==> config.mk <==
export PLATFORM = sky130hd
export DESIGN_NAME = nine_bit_rx
export DESIGN_NICKNAME = d
export VERILOG_FILES = /design/src/rtl/nbr_pkg.sv /design/src/rtl/nbr_sync.sv /design/src/rtl/nbr_vote.sv /design/src/rtl/nine_bit_rx.sv
export SDC_FILE = /design/constraint.sdc
export NUM_CORES = 1
export LEC_CHECK = 0
export CORE_ASPECT_RATIO = 1.2
export CORE_MARGIN = 4
export CORE_UTILIZATION = 49
export CTS_BUF_LIST = sky130_fd_sc_hd__clkbuf_8 sky130_fd_sc_hd__clkbuf_16
export DETAILED_ROUTE_END_ITERATION = 8
export GPL_TIMING_DRIVEN = 0
export PLACE_DENSITY = 0.78
export SETUP_SLACK_MARGIN = 0.02
export SKIP_LAST_GASP = 1
export SLEW_MARGIN = 0
export SYNTH_ARGS = -nofsm -noshare
export SYNTH_HDL_FRONTEND = slang
export SYNTH_SLANG_ARGS = --single-unit
==> constraint.sdc <==
create_clock -name clk -period 1.9 [get_ports clk]
set_input_delay 0.285 -clock clk [delete_from_list [all_inputs] [get_ports clk]]
set_output_delay 0.285 -clock clk [all_outputs]
set_load 0.005 [all_outputs]
==> src/rtl/nbr_pkg.sv <==
package nbr_pkg;
    typedef enum logic [1:0] {
        ST_IDLE = 2'd0,
        ST_DATA = 2'd1,
        ST_STOP = 2'd2
    } rx_state_e;

    function automatic logic maj3(input logic a, input logic b, input logic c);
        return (a & b) | (a & c) | (b & c);
    endfunction
endpackage

==> src/rtl/nbr_sync.sv <==
module nbr_sync #(
    parameter int STAGES = 2
) (
    input  logic clk,
    input  logic rst_n,
    input  logic din,
    output logic dout
);
    logic [STAGES-1:0] chain_q;
    logic [STAGES-1:0] chain_d;

    generate
        if (STAGES == 1) begin : g_one
            always_comb chain_d = din;
        end else begin : g_many
            always_comb chain_d = {chain_q[STAGES-2:0], din};
        end
    endgenerate

    always_ff @(posedge clk or negedge rst_n) begin
        if (!rst_n) chain_q <= '1;
        else        chain_q <= chain_d;
    end

    assign dout = chain_q[STAGES-1];
endmodule

==> src/rtl/nbr_vote.sv <==
module nbr_vote #(
    parameter int                CNT_W = 4,
    parameter logic [CNT_W-1:0]  PT_A  = 4'd7,
    parameter logic [CNT_W-1:0]  PT_B  = 4'd8
) (
    input  logic             clk,
    input  logic             rst_n,
    input  logic             sample_en,
    input  logic [CNT_W-1:0] cnt,
    input  logic             bit_in,
    output logic             vote
);
    import nbr_pkg::*;

    typedef struct packed {
        logic s_a;
        logic s_b;
    } vote_regs_t;

    vote_regs_t v_d, v_q;

    always_comb begin
        v_d = v_q;
        if (sample_en && cnt == PT_A) v_d.s_a = bit_in;
        if (sample_en && cnt == PT_B) v_d.s_b = bit_in;
    end

    always_ff @(posedge clk or negedge rst_n) begin
        if (!rst_n) v_q <= '{s_a: 1'b1, s_b: 1'b1};
        else        v_q <= v_d;
    end

    assign vote = maj3(v_q.s_a, v_q.s_b, bit_in);


    samp_hold_chk: assert property (@(posedge clk) disable iff (!rst_n)
        !sample_en |=> $stable(v_q));
endmodule

==> src/rtl/nine_bit_rx.sv <==
module nine_bit_rx #(
    parameter int DATA_W      = 8,
    parameter int OVERSAMPLE  = 16,
    parameter int SYNC_STAGES = 2
) (
    input  logic              clk,
    input  logic              rst_n,
    input  logic              sample_en,
    input  logic              rx_in,
    input  logic              filter_en,
    input  logic              rx_clr,
    output logic [DATA_W-1:0] rx_byte,
    output logic              rx_bit9,
    output logic              rx_done
);
    import nbr_pkg::*;

    localparam int               CNT_W = $clog2(OVERSAMPLE);
    localparam int               SR_W  = DATA_W + 1;
    localparam logic [CNT_W-1:0] PT_A  = CNT_W'(OVERSAMPLE / 2 - 1);
    localparam logic [CNT_W-1:0] PT_B  = CNT_W'(OVERSAMPLE / 2);
    localparam logic [CNT_W-1:0] PT_C  = CNT_W'(OVERSAMPLE / 2 + 1);
    localparam logic [CNT_W-1:0] CNT_LAST = CNT_W'(OVERSAMPLE - 1);

    typedef struct packed {
        rx_state_e         state;
        logic [CNT_W-1:0]  cnt;
        logic [SR_W-1:0]   sr;
        logic              last;
        logic [DATA_W-1:0] data;
        logic              bit9;
        logic              done;
    } rx_regs_t;

    rx_regs_t r_d, r_q;
    logic rx_s;
    logic vote;
    logic [DATA_W-1:0] rev;
    logic [CNT_W-1:0]  cnt_inc;

    nbr_sync #(.STAGES(SYNC_STAGES)) u_sync (
        .clk  (clk),
        .rst_n(rst_n),
        .din  (rx_in),
        .dout (rx_s)
    );

    nbr_vote #(.CNT_W(CNT_W), .PT_A(PT_A), .PT_B(PT_B)) u_vote (
        .clk      (clk),
        .rst_n    (rst_n),
        .sample_en(sample_en),
        .cnt      (r_q.cnt),
        .bit_in   (rx_s),
        .vote     (vote)
    );

    // data bit 0 arrived first, so it sits just below the start bit
    always_comb begin
        for (int i = 0; i < DATA_W; i++) rev[i] = r_q.sr[DATA_W-1-i];
    end

    assign cnt_inc = (r_q.cnt == CNT_LAST) ? '0 : r_q.cnt + 1'b1;

    always_comb begin
        r_d = r_q;
        if (rx_clr) r_d.done = 1'b0;
        if (sample_en) begin
            r_d.last = rx_s;
            unique case (r_q.state)
                ST_IDLE: begin
                    if (r_q.last && !rx_s) begin
                        r_d.state = ST_DATA;
                        r_d.cnt   = '0;
                        r_d.sr    = '1;
                    end
                end
                ST_DATA: begin
                    r_d.cnt = cnt_inc;
                    if (r_q.cnt == PT_C) begin
                        if (!r_q.sr[SR_W-1]) begin
                            if (!r_q.done && (!filter_en || vote)) begin
                                r_d.data = rev;
                                r_d.bit9 = vote;
                                r_d.done = 1'b1;
                            end
                            r_d.state = ST_STOP;
                        end else if (&r_q.sr && vote) begin
                            r_d.state = ST_IDLE;
                        end else begin
                            r_d.sr = {r_q.sr[SR_W-2:0], vote};
                        end
                    end
                end
                ST_STOP: begin
                    r_d.cnt = cnt_inc;
                    if (r_q.cnt == PT_C) r_d.state = ST_IDLE;
                end
                default: r_d.state = ST_IDLE;
            endcase
        end
    end

    always_ff @(posedge clk or negedge rst_n) begin
        if (!rst_n) begin
            r_q       <= '0;
            r_q.state <= ST_IDLE;
            r_q.last  <= 1'b1;
        end else begin
            r_q <= r_d;
        end
    end

    assign rx_byte = r_q.data;
    assign rx_bit9 = r_q.bit9;
    assign rx_done = r_q.done;


    done_hold_chk: assert property (@(posedge clk) disable iff (!rst_n)
        rx_done && !rx_clr |=> rx_done && $stable(rx_byte) && $stable(rx_bit9));

    clr_chk: assert property (@(posedge clk) disable iff (!rst_n)
        rx_done && rx_clr |=> !rx_done);

    filter_chk: assert property (@(posedge clk) disable iff (!rst_n)
        $rose(rx_done) |-> (!filter_en || rx_bit9));

    drop_chk: assert property (@(posedge clk) disable iff (!rst_n)
        !$stable(rx_byte) |-> $rose(rx_done));

    false_start_chk: assert property (@(posedge clk) disable iff (!rst_n)
        (r_q.state == ST_DATA) && sample_en && (r_q.cnt == PT_C) && (&r_q.sr) && vote
        |=> (r_q.state == ST_IDLE) && $stable(rx_done));
endmodule

==> results by group <==
CTS
  – Total clock buffers created by CTS: 5
  – CTS H-tree depth: 2
  – TritonCTS clock tree: built
  – # hold bufs at CTS: 0
  – Clock root cell: clkbuf_8
  – Clk buf depth: 2
  – Clk slew on worst S/H paths: 0.06 ns
  – CTS Sinks: 30
  – Clock latency at the later pin of the worst-skew pair: about 0.28 ns

Run status
  – Status: complete, but fails checks
  – Failing checks: setup timing

Timing
  – RSZ-0062 raised after global routing: true
  – Setup_tns: -0.09624 ns
  – Number of setup violations in the final report: 8
  – Final Hold Viols: 0
  – Final min period: 1.928 ns
  – Final period utilization: 101.5%
  – Max Slew Vio Count: 0
  – Relative slew margins: 54.73%
  – Slew at the pin closest to its max-slew limit: 0.6791 ns
  – Peak Freq: roughly 0.52 GHz
  – Final setup margin: -0.02833 ns
  – Clock Skews: roughly 0.0011 ns

Detailed routing
  – Met2 WL: ~1700 um
  – Final WL: 3126 um
  – Routed vias/inst: 5.628
  – Metal-1 WL: 1275 um
  – DRC Markers: 0
  – ANT nets after route: 0
  – DR WL/cell: about 16 um
  – Initial DRC Count: 54
  – Top sig layer: met4
  – TritonRoute pass-1 iters: 4
  – Total number of vias: 1075
  – Routed wl met3: 116 um

Global routing
  – Vias in the first global route: around 1.1k
  – GRT Total Usage: between 10% and 20%
  – Pin count of the biggest net entering global routing: 31
  – Grt ovf: 0
  – First-pass GRT wire length: about 5200 um
  – Initial antenna violation count: 0

Pwr
  – PwrDens: about 1100 nW/um^2
  – Total power: 2.085 mW
  – P_leak: roughly 0.85 nW
  – Peak supply drop: about 0.00074 V

Final layout
  – Final non-filler cell total: between 150 and 200
  – Layout cells sized above 1: between 30 and 40%
  – Area grow syn2layout: 29.85%
  – Nets: roughly 170
  – Final instance area: ~1900 sq um
  – # diodes: 0

Worst setup path
  – CP Launch Point: u_vote.v_q[1]
  – R2R Path End: r_q[11]
  – Setup CP Type: reg -> reg
  – CP peak stage delay: about 0.56 ns
  – Worst r2r src: u_vote.v_q[1]
  – Critical path endpoint category: register
  – Setup crit end: r_q[11]
  – R2R cell count: 5
  – Worst Path Arrival: 2.09 ns
  – Buffers plus inverters on the worst setup path: 0
  – CP delay by family, top: compound AO/OA/AOI/OAI gates
  – CP Max Fanout: 8
  – CP startpoint kind: register
  – Critical Path, Cell by Cell: o21a_1 > a21oi_2 > or4_4 > o211a_4 > o22a_1
  – Crit. path cell count: 5
  – Slowest-stage cell, CP: dfstp_2
  – Flop-to-flop setup slack: -0.03 ns
  – CP required: between 2 and 2.5 ns

Floorplanning
  – Die area: ~3900 sq um
  – I/O pin count: 16
  – Die Wd: ~58 um
  – Initial Util: about 52%
  – Row cnt: 21
  – Die height: ~68 um
  – Core Region: between 2000 and 3000 sq um

Logic synthesis
  – Net Count, Synth: approximately 140
  – Mean Syn Cell Area: about 12 sq um
  – Main synth FF type: dfrtp_1
  – Number of synthesized register bits: 30
  – Netlist cell types: 32
  – Syn Std Cell Area: ~1500 sq um
  – Seq/Total Area, Yosys: around half
  – Total number of yosys warnings: 0
  – Async set or reset register ratio after synthesis: 100.0%
  – EDFF count, synth: 0
  – Cells after Synth: around 120

Placed design
  – Cell Area, Placed: around 1700 sq um
  – I/O Buffers: 15
  – HPWL after DPL: 1915 um
  – Worst slack, placed: -0.1796 ns
  – Placer Congestion: between 0.8 and 0.9
  – Placed Cells incl. Taps: ~170

Job
  – Max-Cap Viols: 0

Worst hold path
  – Worst hold path class: in -> async
cells in the mapped netlist (2+ instances only):
cell	number	share of area, %
a21o_1	4	2.1
nor2b_1	2	0.86
o21a_1	2	1.0
inv_1	7	1.8
buf_4	8	4.1
o22a_1	8	4.8
dfstp_2	5	9.0
ha_1	6	5.1
mux2_2	12	9.2
nand2_1	7	1.8
nand4_1	2	0.86
nand4b_1	3	1.8
nand2b_1	2	0.86
dfrtp_1	25	43
nor3_1	2	0.68
o21ai_0	8	2.7
a21oi_1	4	1.4
nand3_1	3	1.0
worst min path at each step:
| stage | endpoint | slack (ns) | cells past startpoint |
|---|---|---|---|
| floorplan | r_q[11] | -0.01 | 0 |
| detailed placement | u_sync.chain_q[1] | 0.35 | 0 |
| finish | rx_bit9 | 0.04 | 1 |
| global placement | u_sync.chain_q[1] | 0.35 | 0 |
| global route | rx_bit9 | 0.08 | 1 |
| CTS | u_sync.chain_q[1] | 0.36 | 0 |
metal layers:
layer  GRT usage [%]  vias up
met5               0        -
met4           7.826        0
met3           6.226        4
met2           29.94       24
met1           19.81      532
li1                -      515
placed cells by master, fill, tap and decap left out, types with 3 or more instances in the layout:
cell type and instances:
mux2_2 12, dfstp_2 5, a21o_1 3, inv_1 7, clkdlybuf4s50_1 14, buf_4 18, dfrtp_1 24, o21ai_0 8
ha_1 4, a21oi_1 3, nand2_1 7, nand4b_1 3, o22a_1 8, clkbuf_8 5
flip-flops by register name (all words and copies together), names as in the netlist:
name and cells:
r_q 16, u_sync.chain_q 2, u_vote.v_q 2, rx_bit9 1, rx_done 1, rx_byte 8
layout make-up:
| cell class | instances | area [sq um] |
|---|---|---|
| flip-flops and latches | 30 | 758.2 |
| inverters | 7 | 26.28 |
| well taps | 34 | 42.54 |
| clock buffers | 5 | 68.82 |
| clock inverters | 3 | 37.54 |
| fillers | 220 | 938.4 |
| multi-input cells | 79 | 685.7 |
| repair buffers | 25 | 220.2 |
| plain buffers | 8 | 60.06 |
per-stage QoR:
| stage | utilization (%) | hold slack [ns] |
|---|---|---|
| after global placement | 58.33 | 0.3467 |
| after detailed placement | 58.33 | 0.3501 |
| after global routing | 66.93 | 0.08469 |
| final | 66.93 | 0.03850 |
| after CTS | 64.64 | 0.3592 |
| after floorplan | - | -0.01059 |
kinds of logic after synthesis:
group | count (synthesis) | share of synthesized area [%]
and+or+nand+nor | 25 | 10.01
buffers and inverters | 16 | 6.245
muxes | 13 | 9.923
adders and majority gates | 6 | 5.132
DFF | 30 | 51.75
AOI/OAI and AO/OA | 34 | 16.94
worst register-to-register path, stage by stage, from the launching register on:
cell,delay [ns]
dfstp_2,0.56
o21a_1,0.17
a21oi_2,0.06
or4_4,0.56
o211a_4,0.29
o22a_1,0.18
report_power, final:
part / internal, mW / switching (mW) / leakage, nW / total, mW
clock network: 0.381 / 0.223 / 0.0607 / 0.604
registers: 0.738 / 0.119 / 0.352 / 0.857
logic: 0.292 / 0.333 / 0.438 / 0.624
total: 1.41 / 0.675 / 0.851 / 2.08
timing repair:
action,CTS,global route
pin swaps,11,8
gates resized for setup,7,10
gates cloned,0,1
endpoints found under the setup margin,17,17
buffers inserted,7,3
Power figures use the tool's default switching activity.
